--- src/rtl/pulse_pkg.sv ---
package pulse_pkg;

    localparam int PER_W  = 12;
    localparam int STEP_W = 4;
    localparam int VOL_W  = 4;
    localparam int DUTY_W = 3;

    typedef enum logic [1:0] {
        SEL_TONE = 2'd0,
        SEL_PLO  = 2'd1,
        SEL_PHI  = 2'd2,
        SEL_RATE = 2'd3
    } sel_e;

    // tone byte: flat flag, duty, volume
    typedef struct packed {
        logic              flat;
        logic [DUTY_W-1:0] duty;
        logic [VOL_W-1:0]  vol;
    } tone_t;

    // rate control: bit2 coarse shift, bit1 fine shift, bit0 freeze
    typedef struct packed {
        logic coarse;
        logic fine;
        logic freeze;
    } rate_t;

endpackage

--- src/rtl/pulse_regs.sv ---
module pulse_regs
    import pulse_pkg::*;
#(
    parameter int P_W = PER_W
) (
    input  logic           clk,
    input  logic           rst,
    input  logic           wr_en,
    input  logic [1:0]     wr_sel,
    input  logic [7:0]     wr_data,
    output tone_t          tone,
    output logic [P_W-1:0] period,
    output logic           en,
    output rate_t          rate
);
    localparam int HI_W = P_W - 8;

    always_ff @(posedge clk) begin
        if (rst) begin
            tone   <= '0;
            period <= '0;
            en     <= 1'b0;
            rate   <= '0;
        end else if (wr_en) begin
            case (sel_e'(wr_sel))
                SEL_TONE: tone <= tone_t'(wr_data);
                SEL_PLO:  period[7:0] <= wr_data;
                SEL_PHI: begin
                    period[P_W-1:8] <= wr_data[HI_W-1:0];
                    en              <= wr_data[7];
                end
                SEL_RATE: rate <= rate_t'(wr_data[2:0]);
                default: ;
            endcase
        end
    end
endmodule

--- src/rtl/pulse_divider.sv ---
module pulse_divider
    import pulse_pkg::*;
#(
    parameter int P_W       = PER_W,
    parameter int SH_FINE   = 4,
    parameter int SH_COARSE = 8
) (
    input  logic           clk,
    input  logic           rst,
    input  logic           tick,
    input  logic           en,
    input  rate_t          rate,
    input  logic [P_W-1:0] period,
    output logic [P_W-1:0] cnt,
    output logic           step_pulse
);
    logic [P_W-1:0] fine_val;
    logic [P_W-1:0] coarse_val;
    logic [P_W-1:0] reload;

    generate
        if (SH_FINE >= P_W) begin : g_fine_zero
            assign fine_val = '0;
        end else begin : g_fine_shift
            assign fine_val = period >> SH_FINE;
        end
        if (SH_COARSE >= P_W) begin : g_coarse_zero
            assign coarse_val = '0;
        end else begin : g_coarse_shift
            assign coarse_val = period >> SH_COARSE;
        end
    endgenerate

    always_comb begin
        if (rate.coarse)    reload = coarse_val;
        else if (rate.fine) reload = fine_val;
        else                reload = period;
    end

    assign step_pulse = en && tick && !rate.freeze && (cnt == '0);

    always_ff @(posedge clk) begin
        if (rst) begin
            cnt <= '0;
        end else if (!en) begin
            cnt <= reload;
        end else if (tick && !rate.freeze) begin
            if (cnt == '0) cnt <= reload;
            else           cnt <= cnt - 1'b1;
        end
    end
endmodule

--- src/rtl/pulse_seq.sv ---
module pulse_seq
    import pulse_pkg::*;
#(
    parameter int S_W = STEP_W
) (
    input  logic             clk,
    input  logic             rst,
    input  logic             en,
    input  logic             step_pulse,
    input  tone_t            tone,
    output logic [S_W-1:0]   step,
    output logic [VOL_W-1:0] level
);
    localparam logic [S_W-1:0] LAST = '1;

    logic [S_W-1:0] thr;

    assign thr = LAST - S_W'(tone.duty);

    always_ff @(posedge clk) begin
        if (rst || !en)     step <= '0;
        else if (step_pulse) step <= step + 1'b1;
    end

    always_comb begin
        if (!en)              level = '0;
        else if (tone.flat)   level = tone.vol;
        else if (step >= thr) level = tone.vol;
        else                  level = '0;
    end
endmodule

--- src/rtl/pulse_chan.sv ---
module pulse_chan
    import pulse_pkg::*;
#(
    parameter int P_W       = PER_W,
    parameter int S_W       = STEP_W,
    parameter int SH_FINE   = 4,
    parameter int SH_COARSE = 8
) (
    input  logic       clk,
    input  logic       rst,
    input  logic       tick,
    input  logic       wr_en,
    input  logic [1:0] wr_sel,
    input  logic [7:0] wr_data,
    output logic [3:0] level
);
    tone_t          tone_q;
    rate_t          rate_q;
    logic [P_W-1:0] period_q;
    logic           en_q;
    logic [P_W-1:0] cnt_q;
    logic           step_pulse;
    logic [S_W-1:0] step_q;

    pulse_regs #(.P_W(P_W)) u_regs (
        .clk(clk), .rst(rst), .wr_en(wr_en), .wr_sel(wr_sel),
        .wr_data(wr_data), .tone(tone_q), .period(period_q),
        .en(en_q), .rate(rate_q)
    );

    pulse_divider #(.P_W(P_W), .SH_FINE(SH_FINE), .SH_COARSE(SH_COARSE)) u_div (
        .clk(clk), .rst(rst), .tick(tick), .en(en_q), .rate(rate_q),
        .period(period_q), .cnt(cnt_q), .step_pulse(step_pulse)
    );

    pulse_seq #(.S_W(S_W)) u_seq (
        .clk(clk), .rst(rst), .en(en_q), .step_pulse(step_pulse),
        .tone(tone_q), .step(step_q), .level(level)
    );
endmodule

--- config.mk ---
export PLATFORM = sky130hd
export DESIGN_NAME = pulse_chan
export DESIGN_NICKNAME = d
export VERILOG_FILES = /design/src/rtl/pulse_pkg.sv /design/src/rtl/pulse_regs.sv /design/src/rtl/pulse_divider.sv /design/src/rtl/pulse_seq.sv /design/src/rtl/pulse_chan.sv
export SDC_FILE = /design/constraint.sdc
export NUM_CORES = 1
export LEC_CHECK = 0
export BUFFER_PORTS_ARGS = -buffer_cell sky130_fd_sc_hd__buf_4
export CORE_ASPECT_RATIO = 0.6
export CORE_MARGIN = 1.5
export CORE_UTILIZATION = 38
export CTS_CLUSTER_DIAMETER = 40
export CTS_CLUSTER_SIZE = 28
export DETAILED_ROUTE_END_ITERATION = 7
export PLACE_DENSITY = 0.62
export SETUP_SLACK_MARGIN = 0.5
export SLEW_MARGIN = 20
export SYNTH_ARGS = -nofsm -noshare
export SYNTH_HDL_FRONTEND = slang
export SYNTH_SLANG_ARGS = --single-unit
--- constraint.sdc ---
create_clock -name clk -period 2.1 [get_ports clk]
set_input_delay 0.21 -clock clk [delete_from_list [all_inputs] [get_ports clk]]
set_output_delay 0.21 -clock clk [all_outputs]
set_load 0.02 [all_outputs]
==> impl_metrics.json, run 1 <==
{
  "outcome": "completed",
  "hold_path_class": "in2reg",
  "fin_cells": 336,
  "rows": 20,
  "dp_hpwl_mm": 3.713,
  "clk_path_buf_depth": 2,
  "gp_congestion": 0.9208,
  "clkTransAtPathRegs_ns": 0.08,
  "relSlewSlack_pct": 52.90,
  "r2r_cells": 7,
  "vias_per_cell": 5.313,
  "cp-start-kind": "flip-flop",
  "peakVddDrop_uv": 320.9,
  "die_x_um": 99.08,
  "grt_pass1_vias": 1601,
  "routed-via-count": 1785,
  "synth_flop_cell": "dfxtp_1",
  "p_per_area_mw_per_mm2": 613.8,
  "synthDominantCellAreaShare_pct": 38.05,
  "drv_cap": 0,
  "clock_sinks": 40,
  "root_buffer": "clkbuf_8",
  "reg2reg_to": "u_div.cnt[1]",
  "setup_viol": 0,
  "initial_core_util_pct": 40.43,
  "first_iter_violations": 87,
  "ctsHoldBuffers": 0,
  "worstSetupStartpoint": "u_seq.step[0]",
  "synth_cell_types": 49,
  "crit_arrival_ns": 1.78,
  "die_y_um": 60.65,
  "tightest_slew_ns": 0.7000,
  "reg2reg_from": "u_div.cnt[0]",
  "h-tree-depth": 2,
  "synth_top_area_cell": "dfxtp_1",
  "synth_area_leaders": "dfxtp_1, mux2i_1, nor2_1",
  "reg2reg_slack_ns": 0.19,
  "async_flop_share_pct": 0,
  "globalRoute.totalOverflow": 0,
  "synth-edff-count": 0,
  "grt_pass1_wl_mm": 8.473,
  "grt_antenna_before_repair": 0,
  "die_area_mm2": 0.006008,
  "synth_seq_area_share_pct": 38.05,
  "first_pass_iters": 4,
  "grt_max_degree": 37,
  "fmax_mhz": 501.4,
  "place_inst": 317,
  "skew_ns": 0.007228,
  "io_buffers": 17,
  "drive_above_1_share_pct": 30.74,
  "clkLatencyLatePin_ns": 0.29,
  "antenna_cells": 0,
  "syn_area_mm2": 0.002105,
  "drc": 0,
  "syn_nets": 261,
  "critical_path_class": "reg2out",
  "period_minus_slack_ns": 1.994,
  "finalHoldViolCount": 0,
  "synthCells": 241,
  "cts_made_buffers": 5,
  "cp-end-kind": "output pin",
  "fin_nets": 289,
  "finalCritPeriodShare_pct": 94.97,
  "slew_violations": 0,
  "tritoncts": "built",
  "io_pins": 18,
  "grt_usage_pct": 18.81,
  "coreArea_mm2": 0.005205,
  "path_max_fanout": 4,
  "grt_setup_unrepaired": "yes",
  "power.leakage_uw": 0.001094,
  "crit_path_end": "level[1]",
  "postSynthAreaPerCell_um2": 8.732,
  "required_ns": 1.89,
  "ys_warn_count": 0,
  "area_growth_pct": 27.41,
  "wl_per_cell_um": 15.50,
  "fin_tns_setup_ns": 0,
  "totalWireLength_mm": 5.209,
  "ys_seq_elements": 40,
  "detail-route-antenna-nets": 0
}
## report_power, final
group	total, uW	switching [uW]	leakage (uW)	internal, uW
combinational	300	162	0.000722	138
sequential	800	21.1	0.000328	779
clock	546	278	0.0000445	267
## cells by family (layout without fill, tap and decap cells)
family                   after synthesis  count (layout)  synth area share, %
AND/OR/NAND/NOR                       99              99                22.95
flip-flops                            40              40                38.05
AO/OA/AOI/OAI                         35              35                12.19
multiplexers                          34              34                16.35
buffers and inverters                 20              49                3.983
XOR/XNOR                               7               7                2.913
adder cells (fa/ha/maj)                6               6                3.567
## stage by stage
stage	area [um^2]	power [uW]	hold WS [ns]	worst slack, ns	util [%]
final	2681	1646	0.1574	0.1057	51.51
after CTS	2614	1641	0.1506	0.01024	50.22
after global routing	2681	1718	0.1691	0.04385	51.51
after floorplan	2156	990.5	0.3486	0.2333	-
after detailed placement	2351	1059	0.4675	0.07264	45.17
after global placement	2351	1060	0.4573	0.1399	45.17
## per-layer routing
layer  part of all wire (%)  track usage [%]  vias up  routed length (um)
met3                    9.6            6.682        5                 499
met5                      0                0        -                   0
met1                     54            29.49      816                2815
li1                       -                -      902                   -
met4                   0.61            4.225        0                  32
met2                     36            23.84       62                1861
## cells in the final DEF (no fill, tap or decap), types with 3 or more instances in the layout
| cell type | instances |
|---|---|
| buf_6 | 6 |
| mux2i_1 | 31 |
| nor2_1 | 42 |
| a21oi_1 | 6 |
| o21ai_0 | 5 |
| nor2_4 | 5 |
| xnor2_1 | 4 |
| nand2_1 | 17 |
| dfxtp_1 | 34 |
| xor2_1 | 3 |
| nor3_1 | 3 |
| a21o_1 | 3 |
| inv_2 | 4 |
| mux2_2 | 3 |
| buf_4 | 28 |
| nand3_1 | 4 |
| dfxtp_2 | 4 |
| nand3b_1 | 3 |
| a32oi_1 | 3 |
| nor4_1 | 3 |
| clkbuf_8 | 6 |
| nand2b_1 | 3 |
| ha_1 | 5 |
## worst max-delay path: stages, from the launching register on
cell and delay [ns]:
dfxtp_4 0.35, inv_2 0.06, ha_4 0.18, nand2b_4 0.13, a21o_1 0.15, a21o_1 0.18, a21oi_4 0.15, buf_12 0.14
nor2_4 0.04, buf_6 0.12
## cells in the mapped netlist (4+ instances only)
cell type and number:
ha_1 6, clkbuf_1 11, nand2b_1 4, o21ai_0 5, dfxtp_1 40, nor2_1 47
xnor2_1 4, nand3_1 5, mux2i_1 31, nand2_1 19, a21oi_1 9, inv_1 6
## layout make-up
| class | count | area (um^2) |
|---|---|---|
| Sequential cell | 40 | 813.3 |
| Timing Repair Buffer | 35 | 297.8 |
| Clock buffer | 7 | 86.33 |
| Clock inverter | 1 | 7.507 |
| Multi-Input combinational cell | 181 | 1371 |
| Inverter | 6 | 22.52 |
| Fill cell | 480 | 2524 |
| Tap cell | 66 | 82.58 |
## repair_timing
item	CTS	global route
resized for setup	25	10
pin swaps	9	14
hold endpoints to repair	0	0
endpoints found under the setup margin	20	20
buffers inserted	7	4
## how the worst min path moves through the flow
| stage | from | endpoint | slack, ns | cells after the start |
|---|---|---|---|---|
| floorplan | wr_data[4] | u_regs.tone[4] | 0.35 | 2 |
| global placement | wr_data[5] | u_regs.period[5] | 0.46 | 3 |
| detailed placement | wr_data[5] | u_regs.period[5] | 0.47 | 3 |
| CTS | wr_data[5] | u_regs.period[5] | 0.15 | 3 |
| global route | wr_data[6] | u_regs.tone[6] | 0.17 | 3 |
| finish | wr_data[5] | u_regs.period[5] | 0.16 | 3 |
## flip-flops by register name (all words and copies together), names as in the netlist
signal         cells
u_regs.tone        8
u_seq.step         4
u_div.cnt         12
u_regs.period     12
u_regs.en          1
u_regs.rate        3
Power figures use the tool's default switching activity.
==> run 2: changes to the inputs <==
- ABC_AREA: default -> 1
- CTS_BUF_LIST: default -> sky130_fd_sc_hd__clkbuf_16
- PLACE_DENSITY: 0.62 -> 0.64
- clock period: 2.1 -> 1.8 ns (I/O delays scaled with it)
==> impl_metrics.json, run 2 <==
{
  "synth_area_leaders": "dfxtp_1, nand2_1, o21ai_0",
  "clock_sinks": 40,
  "hold_depth": 2,
  "grt_setup_unrepaired": "yes",
  "die_y_um": 63.28,
  "synthTopCellsByCount": "nand2_1, nor2_1, inv_1",
  "synth_top_family_by_area": "simple AND/OR/NAND/NOR gates",
  "reg2reg_from": "u_div.cnt[0]",
  "peakVddDrop_uv": 377.3,
  "synthCells": 349,
  "tritoncts": "built",
  "layout_commonest_cell": "nand2_1",
  "grt_usage_pct": 21.50,
  "required_ns": 1.62,
  "fin_nets": 402,
  "multi_input_area_mm2": 0.001515,
  "finalHoldViolCount": 0,
  "synthDominantCellAreaShare_pct": 34.80,
  "hold_path_class": "in2reg",
  "synth_top_area_cell": "dfxtp_1",
  "die_area_mm2": 0.006546,
  "period_minus_slack_ns": 1.720,
  "clkLatencyLatePin_ns": 0.28,
  "power.leakage_uw": 0.001387,
  "skew_ns": 0.008491,
  "async_flop_share_pct": 0,
  "p_per_area_mw_per_mm2": 908.5,
  "fill_cells": 559,
  "fmax_mhz": 581.5,
  "tightest_slew_ns": 0.4220,
  "yosys.cell_count.top_type": "nand2_1",
  "clkTransAtPathRegs_ns": 0.06,
  "routed-via-count": 2376,
  "setup_viol": 0,
  "synthAdderAreaFrac_pct": 3.263,
  "final_cell_mix": "nand2_1, nor2_1, inv_1",
  "slew_violations": 0,
  "path_max_fanout": 4,
  "clk_path_buf_depth": 2,
  "postSynthAreaPerCell_um2": 6.593,
  "first_iter_violations": 129,
  "h-tree-depth": 2,
  "io_buffers": 17,
  "top_regs": "u_div.cnt (12), u_regs.period (12), u_regs.tone (8)",
  "ys_warn_count": 0,
  "area_growth_pct": 33.71,
  "crit_arrival_ns": 1.54,
  "synth_seq_area_share_pct": 34.80,
  "grt_max_degree": 20,
  "relSlewSlack_pct": 71.70,
  "drc": 0,
  "syn_nets": 369,
  "grt_pass1_vias": 2212,
  "wl_per_cell_um": 14.61,
  "drive_above_1_share_pct": 31.59,
  "drv_cap": 0,
  "syn_area_mm2": 0.002301,
  "cts_made_buffers": 5,
  "totalWireLength_mm": 6.764,
  "rows": 21,
  "coreArea_mm2": 0.005702,
  "final-seq-area_um2": 814.5,
  "fin_util_pct": 53.96,
  "io_pins": 18,
  "reg2reg_to": "u_div.cnt[10]",
  "vias_per_cell": 5.132,
  "r2r_cells": 9,
  "hp-start": "rst",
  "grt_antenna_before_repair": 0,
  "finalCritPeriodShare_pct": 95.54,
  "synth_cell_types": 29,
  "die_x_um": 103.5,
  "muxShareOfSynthArea_pct": 0,
  "initial_core_util_pct": 40.36,
  "ys_seq_elements": 40,
  "synth-edff-count": 0,
  "gp_congestion": 0.9127,
  "holdPathEnd": "u_div.cnt[3]",
  "synth-xor-area-share_pct": 1.523,
  "grt_pass1_wl_mm": 10.78,
  "critical_path_class": "reg2out",
  "synth-simple-area-share_pct": 34.37,
  "synth-compound-area-share_pct": 15.72,
  "cp-start-kind": "flip-flop",
  "antenna_cells": 0,
  "root_buffer": "clkbuf_16",
  "detail-route-antenna-nets": 0,
  "dp_hpwl_mm": 4.769,
  "fin_tns_setup_ns": 0,
  "first_pass_iters": 5,
  "synth_flop_cell": "dfxtp_1",
  "outcome": "completed",
  "reg2reg_slack_ns": 0.33,
  "cp-end-kind": "output pin",
  "globalRoute.totalOverflow": 0
}
## run 2: cell types whose count changed after synthesis, sizes merged, moves of 8 or more
cell / change
o21ai: +33
nand2: +45
inv: +46
a21oi: +8
clkbuf: -8
mux2i: -31
nand3: +30
nor2: +11
## run 2: timing repair
item | in CTS | in global routing
resized for setup | 50 | 28
hold endpoints to repair | 0 | 0
pin swaps | 23 | 15
cloned | 0 | 0
hold buffers | 0 | 0
endpoints found under the setup margin | 20 | 20
setup buffers | 10 | 2
## run 2: final cells by class
class	instances	area share, %
timing repair buffer	34	9.028
sequential	40	26.47
multi-input combinational	248	49.25
clock inverter	3	1.220
inverter	53	6.710
tap	80	3.253
clock buffer	5	4.067
## run 2: critical path: stages (launching register included)
cell and delay (ns):
dfxtp_2 0.32, inv_2 0.07, ha_4 0.19, o21ai_1 0.11, a21boi_1 0.07, o21ai_1 0.14
nand2_2 0.10, nand3_1 0.09, inv_2 0.04, buf_6 0.12
## run 2: worst max path at each step
stage	start	to	slack (ns)	cells past startpoint
after floorplan	u_seq.step[0]	level[0]	0.47	8
after global placement	u_div.cnt[0]	u_div.cnt[8]	0.24	11
after detailed placement	u_div.cnt[0]	u_div.cnt[8]	0.26	11
after CTS	u_regs.tone[4]	level[1]	0.06	9
after global routing	u_regs.tone[4]	level[2]	0.02	9
final	u_seq.step[0]	level[2]	0.08	9
## run 2: where the power goes
| part | switching [uW] | total [uW] | internal, uW |
|---|---|---|---|
| clock | 355 | 999 | 644 |
| sequential | 54.8 | 993 | 938 |
| combinational | 488 | 803 | 315 |
| total | 898 | 2800 | 1900 |
## run 2: stage by stage
step / hold WS [ns] / power [uW] / area, um^2 / worst slack (ns) / std cells
after floorplan: 0.2491 / 1409 / 2330 / 0.4687 / 349
after global routing: 0.1329 / 2919 / 3077 / 0.01539 / 463
after CTS: 0.1061 / 2709 / 2949 / 0.05886 / 461
final: 0.1236 / 2795 / 3077 / 0.08019 / 463
after detailed placement: 0.4121 / 1567 / 2556 / 0.2597 / 443
after global placement: 0.4117 / 1563 / 2556 / 0.2372 / 443
## run 2: per-layer routing
layer	vias to the layer above	routed length (um)	GRT usage, %
met5	-	0	0
met4	0	58	3.885
met3	6	328	4.107
met2	70	2793	29.74
met1	1107	3583	34.10
li1	1193	-	-
## run 2: cell families (layout without fill, tap and decap cells)
group           Yosys count  in the layout
xor+xnor                  4              4
buf+inv                  61             95
compound gates           68             68
flops                    40             40
simple gates            170            170
fa+ha+maj                 6              6
==> run 3: changes to the inputs <==
- RECOVER_POWER: default -> 50
==> impl_metrics.json, run 3 (same netlist as run 2, synthesis figures left out) <==
{
  "path_max_fanout": 4,
  "reg2reg_slack_ns": 0.33,
  "h-tree-depth": 2,
  "tritoncts": "built",
  "path_delay_family": "compound AO/OA/AOI/OAI gates",
  "ctsHoldBuffers": 0,
  "coreArea_mm2": 0.005702,
  "io_pins": 18,
  "crit_chain": "inv_2 > ha_4 > o21ai_1 > a21boi_1 > o21ai_1 > nand2_2 > nand3_1 > inv_2 > buf_6",
  "root_buffer": "clkbuf_16",
  "pwr-share-comb_pct": 28.6,
  "tightest_slew_ns": 0.6126,
  "finalCritPeriodShare_pct": 95.52,
  "p_sw_share_pct": 32.06,
  "dp_hpwl_mm": 4.769,
  "gp_congestion": 0.9127,
  "p_int_uw": 1894,
  "totalWireLength_mm": 6.742,
  "rows": 21,
  "antenna_cells": 0,
  "top_regs": "u_div.cnt (12), u_regs.period (12), u_regs.tone (8)",
  "globalRoute.totalOverflow": 0,
  "fin_util_pct": 53.74,
  "multi_input_area_mm2": 0.001515,
  "fin_nets": 402,
  "busiest_layer": "met1",
  "fin_tns_setup_ns": 0,
  "crit_slowest_cell": "dfxtp_2",
  "grt_antenna_before_repair": 0,
  "drive_above_1_share_pct": 30.55,
  "switchingPower_uw": 893.6,
  "grt_pass1_wl_mm": 10.78,
  "critical_path_class": "reg2out",
  "io_buffers": 17,
  "required_ns": 1.62,
  "clkLatencyLatePin_ns": 0.28,
  "cts_made_buffers": 5,
  "setup_viol": 0,
  "peakVddDrop_uv": 377.2,
  "final-seq-area_um2": 813.3,
  "fmax_mhz": 581.6,
  "first_pass_iters": 5,
  "finalPower_uw": 2788,
  "power.leakage_uw": 0.001376,
  "die_y_um": 63.28,
  "relSlewSlack_pct": 59.16,
  "vias_per_cell": 5.121,
  "cp-end-kind": "output pin",
  "crit_arrival_ns": 1.54,
  "cp-start-kind": "flip-flop",
  "skew_ns": 0.007908,
  "sequentialPowerShare_pct": 35.6,
  "die_area_mm2": 0.006546,
  "clk_path_buf_depth": 2,
  "grt_max_degree": 20,
  "slew_violations": 0,
  "grt_use_met1_pct": 34.10,
  "drv_cap": 0,
  "drc": 0,
  "slowest_delay_ns": 0.32,
  "period_minus_slack_ns": 1.719,
  "grt_pass1_vias": 2212,
  "layout_commonest_cell": "nand2_1",
  "routed-via-count": 2371,
  "initial_core_util_pct": 40.36,
  "use_met2_pct": 29.74,
  "grt_usage_pct": 21.50,
  "p_per_area_mw_per_mm2": 909.7,
  "path_buf_inv": 3,
  "met3_usage_pct": 4.107,
  "first_iter_violations": 146,
  "clkTransAtPathRegs_ns": 0.06,
  "grt_setup_unrepaired": "yes",
  "area_growth_pct": 33.17,
  "finalHoldViolCount": 0,
  "final_cell_mix": "nand2_1, nor2_1, inv_1",
  "wl_per_cell_um": 14.56,
  "outcome": "completed",
  "power_frac_clock_pct": 35.8,
  "fill_cells": 562,
  "clock_sinks": 40,
  "detail-route-antenna-nets": 0,
  "die_x_um": 103.5,
  "hold_path_class": "in2reg"
}
## run 3: changes by cell type in the layout (fill, tap and decap cells not counted), sizes merged
cell and delta:
buf -3, clkbuf +3
## run 3: cell type report
class	instances	share of cell area (%)
Clock inverter	3	1.225
Timing Repair Buffer	34	8.697
Sequential cell	40	26.54
Inverter	53	6.737
Clock buffer	5	4.083
Multi-Input combinational cell	248	49.45
Tap cell	80	3.267
## run 3: worst reg2reg max path, stage by stage, from the launching register on
cell	delay (ns)
dfxtp_2	0.33
inv_4	0.09
ha_4	0.16
nand2_4	0.05
nor2_4	0.09
nand3_4	0.15
nand2_8	0.17
nand2_8	0.08
o21bai_1	0.17
nor2_1	0.07
## run 3: timing repair
action	in CTS	in global routing
setup buffers	10	2
resized for setup	50	28
endpoints found under the hold margin	0	0
setup endpoints to repair	20	20
pin swaps	23	15
## run 3: per-stage QoR
| stage | hold WS [ns] | worst slack (ns) | instance area (um^2) | std cells |
|---|---|---|---|---|
| floorplan | 0.2491 | 0.4687 | 2330 | 349 |
| global placement | 0.4117 | 0.2372 | 2556 | 443 |
| global route | 0.1734 | 0.01539 | 3064 | 463 |
| finish | 0.1523 | 0.08065 | 3064 | 463 |
| CTS | 0.1061 | 0.05886 | 2949 | 461 |
| detailed placement | 0.4121 | 0.2597 | 2556 | 443 |
## run 3: power groups by stage
stage / Combinational, uW / Clock, uW / Sequential, uW
detailed placement: 563 / 0 / 1000
global placement: 562 / 0 / 1000
global route: 870 / 1050 / 998
finish: 798 / 998 / 992
CTS: 705 / 1010 / 989
floorplan: 421 / 0 / 988
## run 3: path summary, 6_finish.rpt
path | start | endpoint | cells after the start
setup reg to reg | u_div.cnt[0] | u_div.cnt[10] | 9
hold reg to reg | u_seq.step[1] | u_seq.step[1] | 2
setup / recovery | u_seq.step[0] | level[2] | 9
hold / removal | wr_data[5] | u_regs.tone[5] | 3
## run 3: layer usage
metal | wire length, um | vias to the layer above
li1 | - | 1192
met1 | 3446 | 1095
met2 | 2802 | 78
met3 | 435 | 6
met4 | 58 | 0
met5 | 0 | -
